### config.mk
export PLATFORM = sky130hd
export DESIGN_NAME = vec_elem_seq
export DESIGN_NICKNAME = d
export VERILOG_FILES = /design/src/rtl/vseq_pkg.sv /design/src/rtl/vseq_len_calc.sv /design/src/rtl/vseq_elem_ctr.sv /design/src/rtl/vseq_idx_step.sv /design/src/rtl/vec_elem_seq.sv
export SDC_FILE = /design/constraint.sdc
export NUM_CORES = 1
export LEC_CHECK = 0
export BUFFER_PORTS_ARGS = -buffer_cell sky130_fd_sc_hd__clkbuf_2
export CELL_PAD_IN_SITES_DETAIL_PLACEMENT = 1
export CELL_PAD_IN_SITES_GLOBAL_PLACEMENT = 1
export CORE_MARGIN = 5
export CORE_UTILIZATION = 30
export CTS_BUF_LIST = sky130_fd_sc_hd__clkbuf_2 sky130_fd_sc_hd__clkbuf_4 sky130_fd_sc_hd__clkbuf_8
export DETAILED_ROUTE_END_ITERATION = 6
export PLACE_DENSITY_LB_ADDON = 0.1
export REMOVE_ABC_BUFFERS = 1
export SLEW_MARGIN = 20
export SYNTH_ARGS = -nofsm -noshare
export SYNTH_HDL_FRONTEND = slang
export SYNTH_SLANG_ARGS = --single-unit
### constraint.sdc
create_clock -name clk_i -period 3.1 [get_ports clk_i]
set_clock_uncertainty 0.1 [all_clocks]
set_input_delay 0.155 -clock clk_i [delete_from_list [all_inputs] [get_ports clk_i]]
set_output_delay 0.155 -clock clk_i [all_outputs]
set_load 0.01 [all_outputs]
### src/rtl/vseq_pkg.sv
package vseq_pkg;
  localparam int unsigned REG_AW_DEF = 5;
  localparam int unsigned VL_W_DEF   = 7;
  localparam int unsigned N_OPS      = 3;  // dst, src a, src b

  typedef enum logic [1:0] {
    ST_IDLE = 2'd0,
    ST_RUN  = 2'd1,
    ST_DONE = 2'd2
  } seq_state_e;
endpackage

### src/rtl/vseq_len_calc.sv
module vseq_len_calc #(
  parameter int unsigned VL_W = vseq_pkg::VL_W_DEF
) (
  input  logic [VL_W-1:0] vl_i,
  input  logic [VL_W-1:0] maxvl_i,
  input  logic            dst_vec_i,
  output logic [VL_W-1:0] count_o
);
  logic [VL_W-1:0] clamp;

  always_comb begin
    clamp = (vl_i < maxvl_i) ? vl_i : maxvl_i;
    // scalar destination: a single element at most
    if (!dst_vec_i && clamp != '0) count_o = VL_W'(1);
    else                           count_o = clamp;
  end
endmodule

### src/rtl/vseq_elem_ctr.sv
module vseq_elem_ctr #(
  parameter int unsigned VL_W = vseq_pkg::VL_W_DEF
) (
  input  logic            clk_i,
  input  logic            rst_ni,
  input  logic            clear_i,
  input  logic            step_i,
  input  logic [VL_W-1:0] total_i,
  output logic [VL_W-1:0] elem_o,
  output logic            last_o
);
  logic [VL_W-1:0] cnt_q;

  always_ff @(posedge clk_i or negedge rst_ni) begin
    if (!rst_ni)      cnt_q <= '0;
    else if (clear_i) cnt_q <= '0;
    else if (step_i)  cnt_q <= cnt_q + VL_W'(1);
  end

  assign elem_o = cnt_q;
  assign last_o = (cnt_q == total_i - VL_W'(1));
endmodule

### src/rtl/vseq_idx_step.sv
module vseq_idx_step #(
  parameter int unsigned REG_AW = vseq_pkg::REG_AW_DEF
) (
  input  logic              clk_i,
  input  logic              rst_ni,
  input  logic              load_i,
  input  logic [REG_AW-1:0] base_i,
  input  logic              vec_i,
  input  logic [REG_AW-1:0] elem_i,
  output logic [REG_AW-1:0] idx_o
);
  logic [REG_AW-1:0] base_q;
  logic              vec_q;

  always_ff @(posedge clk_i or negedge rst_ni) begin
    if (!rst_ni) begin
      base_q <= '0;
      vec_q  <= 1'b0;
    end else if (load_i) begin
      base_q <= base_i;
      vec_q  <= vec_i;
    end
  end

  // modulo 2**REG_AW by truncation
  assign idx_o = vec_q ? (base_q + elem_i) : base_q;
endmodule

### src/rtl/vec_elem_seq.sv
module vec_elem_seq #(
  parameter int unsigned REG_AW = vseq_pkg::REG_AW_DEF,
  parameter int unsigned VL_W   = vseq_pkg::VL_W_DEF
) (
  input  logic              clk_i,
  input  logic              rst_ni,
  input  logic              start_i,
  input  logic [REG_AW-1:0] dst_base_i,
  input  logic [REG_AW-1:0] srca_base_i,
  input  logic [REG_AW-1:0] srcb_base_i,
  input  logic              dst_vec_i,
  input  logic              srca_vec_i,
  input  logic              srcb_vec_i,
  input  logic [VL_W-1:0]   vl_i,
  input  logic [VL_W-1:0]   maxvl_i,
  input  logic              elem_ready_i,
  output logic              elem_valid_o,
  output logic [REG_AW-1:0] dst_idx_o,
  output logic [REG_AW-1:0] srca_idx_o,
  output logic [REG_AW-1:0] srcb_idx_o,
  output logic              done_o
);
  import vseq_pkg::*;

  seq_state_e state_q;
  logic [VL_W-1:0] total_q, count_in, elem;
  logic seq_idle, load, accept, last;

  logic [N_OPS-1:0][REG_AW-1:0] base_all, idx_all;
  logic [N_OPS-1:0]             vec_all;

  assign seq_idle = (state_q == ST_IDLE);
  assign load     = seq_idle && start_i;
  assign accept   = elem_valid_o && elem_ready_i;

  vseq_len_calc #(.VL_W(VL_W)) u_len (
    .vl_i     (vl_i),
    .maxvl_i  (maxvl_i),
    .dst_vec_i(dst_vec_i),
    .count_o  (count_in)
  );

  vseq_elem_ctr #(.VL_W(VL_W)) u_ctr (
    .clk_i  (clk_i),
    .rst_ni (rst_ni),
    .clear_i(load),
    .step_i (accept),
    .total_i(total_q),
    .elem_o (elem),
    .last_o (last)
  );

  assign base_all = {srcb_base_i, srca_base_i, dst_base_i};
  assign vec_all  = {srcb_vec_i, srca_vec_i, dst_vec_i};

  for (genvar g = 0; g < N_OPS; g++) begin : g_op
    vseq_idx_step #(.REG_AW(REG_AW)) u_step (
      .clk_i (clk_i),
      .rst_ni(rst_ni),
      .load_i(load),
      .base_i(base_all[g]),
      .vec_i (vec_all[g]),
      .elem_i(elem[REG_AW-1:0]),
      .idx_o (idx_all[g])
    );
  end

  always_ff @(posedge clk_i or negedge rst_ni) begin
    if (!rst_ni) begin
      state_q <= ST_IDLE;
      total_q <= '0;
    end else begin
      unique case (state_q)
        ST_IDLE: if (start_i) begin
          total_q <= count_in;
          state_q <= (count_in == '0) ? ST_DONE : ST_RUN;
        end
        ST_RUN:  if (accept && last) state_q <= ST_DONE;
        ST_DONE: state_q <= ST_IDLE;
        default: state_q <= ST_IDLE;
      endcase
    end
  end

  assign elem_valid_o = (state_q == ST_RUN);
  assign done_o       = (state_q == ST_DONE);
  assign dst_idx_o    = idx_all[0];
  assign srca_idx_o   = idx_all[1];
  assign srcb_idx_o   = idx_all[2];
endmodule

==> metrics <==
status complete, no violations; final hold vios 0; drt pass-1 iters 4; Initial Utilization 30.98%; CTS sink count 34; Leakage 1.528 nW; synthesized area per cell 9.149 sq um; Tcrit/Tclk final 81.78%; Pwr Density 881.5 nW/um^2; gpl congestion 0.7272; hold path cells 3; Synth warnings 0; Cell variety after synth 42; clk_lat worst skew 280 ps; DR vias/cell 4.691; endpoints failing setup 0; Post-Route WL 6293 um; worst-case reg-to-reg path depth 7; CTS tree done; most common cell in the netlist nand2_1; sw frac 42.58%; area of the die 9911 sq um; clock transition at the registers of the reported paths 70 ps; vias in the first global route 2281; chip height 99.56 um; Slowest-stage cell, CP dfrtp_1; detailed-placement wirelength estimate 4780 um; Slew @ Worst Pin 915.7 ps; GR Util All Layers 13.87%; top cells by count, synth nand2_1, dfrtp_1, ha_1; Ports 53; total core area 7767 sq um; startpoint types register; GR Overflow Total 0; DR iter-0 viols 37; routed via count 2036; Area contributors post-synth dfrtp_1, ha_1, nand2_1; Synth async-reset ratio 100.0%; Synth area leader dfrtp_1; Yosys reg bits 34; maximum clock frequency 394.4 MHz; post-synth top area share 35.36%; Remaining DRCs 0; final max-slew violation count 0; antenna-violating nets left 0; total power 2.674 mW; H-Tree Depth 2; # nets final 392; max incr delay on CP 500 ps; row count 32; Area Overhead vs Synth 26.05%; P_sw 1.138 mW; Clk pwr share 12.4%; final core occ 39.05%; initial antenna violation count 0; Setup TNS 0 ps; WL/cell 14.50 um; Final Cell Area 3033 sq um; layout cell share with drive strength beyond 1 23.19%; first-pass GRT wire length 11040 um; worst-path fanout max 8; Mapped Area 2406 sq um; Hold Path Class in2reg; Max Cap Violations 0; sequence of cells on the critical path inv_1 > fa_1 > nor2b_1 > o21a_1 > nor3_1 > nand3b_1 > xnor2_1 > clkbuf_2; I/O Buffers 52; Pint 1.535 mW; CP Class reg2out; RSZ-0062 raised after global routing no; Seq/Total Area, Yosys 35.36%; Seq pwr share 32.4%; Slew Limit Headroom 38.95%; Post-CTS Setup Inserts 0; die width 99.56 um; Ant. Diodes 0; Worst EP required 2840 ps; cell count after synthesis 263; combinational share of power 55.2%; pin count of the biggest net entering global routing 35; Arr. time, crit path 2280 ps; cts bufs inserted 5; Placement Cell Area 2770 sq um; Worst Setup End Kind output port; root buffer cell clkbuf_8; min Tclk post-route 2535 ps; Post-synth EDFFs 0; Main synth FF type dfrtp_1; worst-case clock buffer depth 2; Peak VDD IR 0.2584 mV
==> logic make-up (layout without fill, tap and decap cells) <==
group	Yosys count	in the layout	synth area share, %
and+or+nand+nor	98	98	18.62
buffers and inverters	26	95	4.420
xor gates and xnor gates	23	23	8.372
adders and majority gates	23	23	12.90
DFF	34	34	35.36
muxes	19	19	8.425
AOI/OAI and AO/OA	40	40	11.91
==> metal layers <==
layer  GRT usage [%]  vias to the layer above  wire, um
li1                -                     1031         -
met1           18.43                      967      3122
met2           23.14                       30      2879
met3           2.735                        8       226
met4           3.466                        0        65
met5               0                        -         0
==> per-stage QoR <==
stage | hold WS, ps | setup slack [ps] | std cells
after detailed placement | 251.3 | 852.6 | 410
after global placement | 247.3 | 863.2 | 410
after floorplan | -240.6 | 1115 | 253
final | 69.80 | 564.7 | 434
after global routing | 109.4 | 312.8 | 434
after CTS | 70.11 | 503.8 | 434
==> registers in the layout, summed over array words and instances, names as in the netlist <==
name                cells
g_op.u_step.base_q     15
total_q                 7
g_op.u_step.vec_q       3
u_ctr.elem_o            7
state_q                 2
==> worst max-delay path: cells and delay by family, from the launching register on <==
family          cells  cell delay, ps
compound gates      1             130
xor+xnor            1             170
fa+ha+maj           1             480
buf+inv             2             360
flops               1             500
simple gates        3             350
==> repair_timing <==
item                       CTS  global route
setup endpoints to repair    0             0
gates resized for setup      0             0
hold endpoints to repair    51             0
hold buffers                18             0
==> cells in the final DEF, fill, tap and decap left out, drive strengths merged, types with 3 or more instances in the layout <==
cell         instances
nand2               60
clkbuf              58
dfrtp               34
ha                  20
dlygate4sd3         18
xnor2               17
inv                 16
o21ai               13
mux2                10
nor2                10
mux2i                9
a21oi                8
xor2                 6
nor2b                5
a21o                 5
nor3                 5
o21a                 3
nand3b               3
nor4                 3
fa                   3
buf                  3
==> worst paths after layout <==
path,start,end,slack (ps)
max,u_ctr.elem_o[1],srcb_idx_o[4],560
min in group asynchronous,rst_ni,g_op[0].u_step.base_q[2],440
min,maxvl_i[1],total_q[1],70
max in group asynchronous,rst_ni,u_ctr.elem_o[6],1890
max reg2reg,total_q[0],state_q[0],1000
min reg2reg,g_op[2].u_step.base_q[4],g_op[2].u_step.base_q[4],410
==> layout make-up <==
| type | instances | area (sq um) |
|---|---|---|
| clock buffers | 6 | 82.58 |
| fillers | 918 | 4735 |
| inverters | 16 | 60.06 |
| multi-input cells | 203 | 1449 |
| flip-flops and latches | 34 | 850.8 |
| well taps | 102 | 127.6 |
| repair buffers | 73 | 462.9 |
==> power groups by stage <==
stage          combinational (mW)  clock (mW)  sequential, mW
3_3_place_gp                 1.48           0           0.879
4_1_cts                      1.52       0.344           0.877
5_1_grt                      1.69       0.363           0.912
6_report                     1.48       0.331           0.867
2_1_floorplan                1.06           0           0.802
3_5_place_dp                 1.48           0           0.883
No activity file was read; power rests on OpenSTA's default activity.
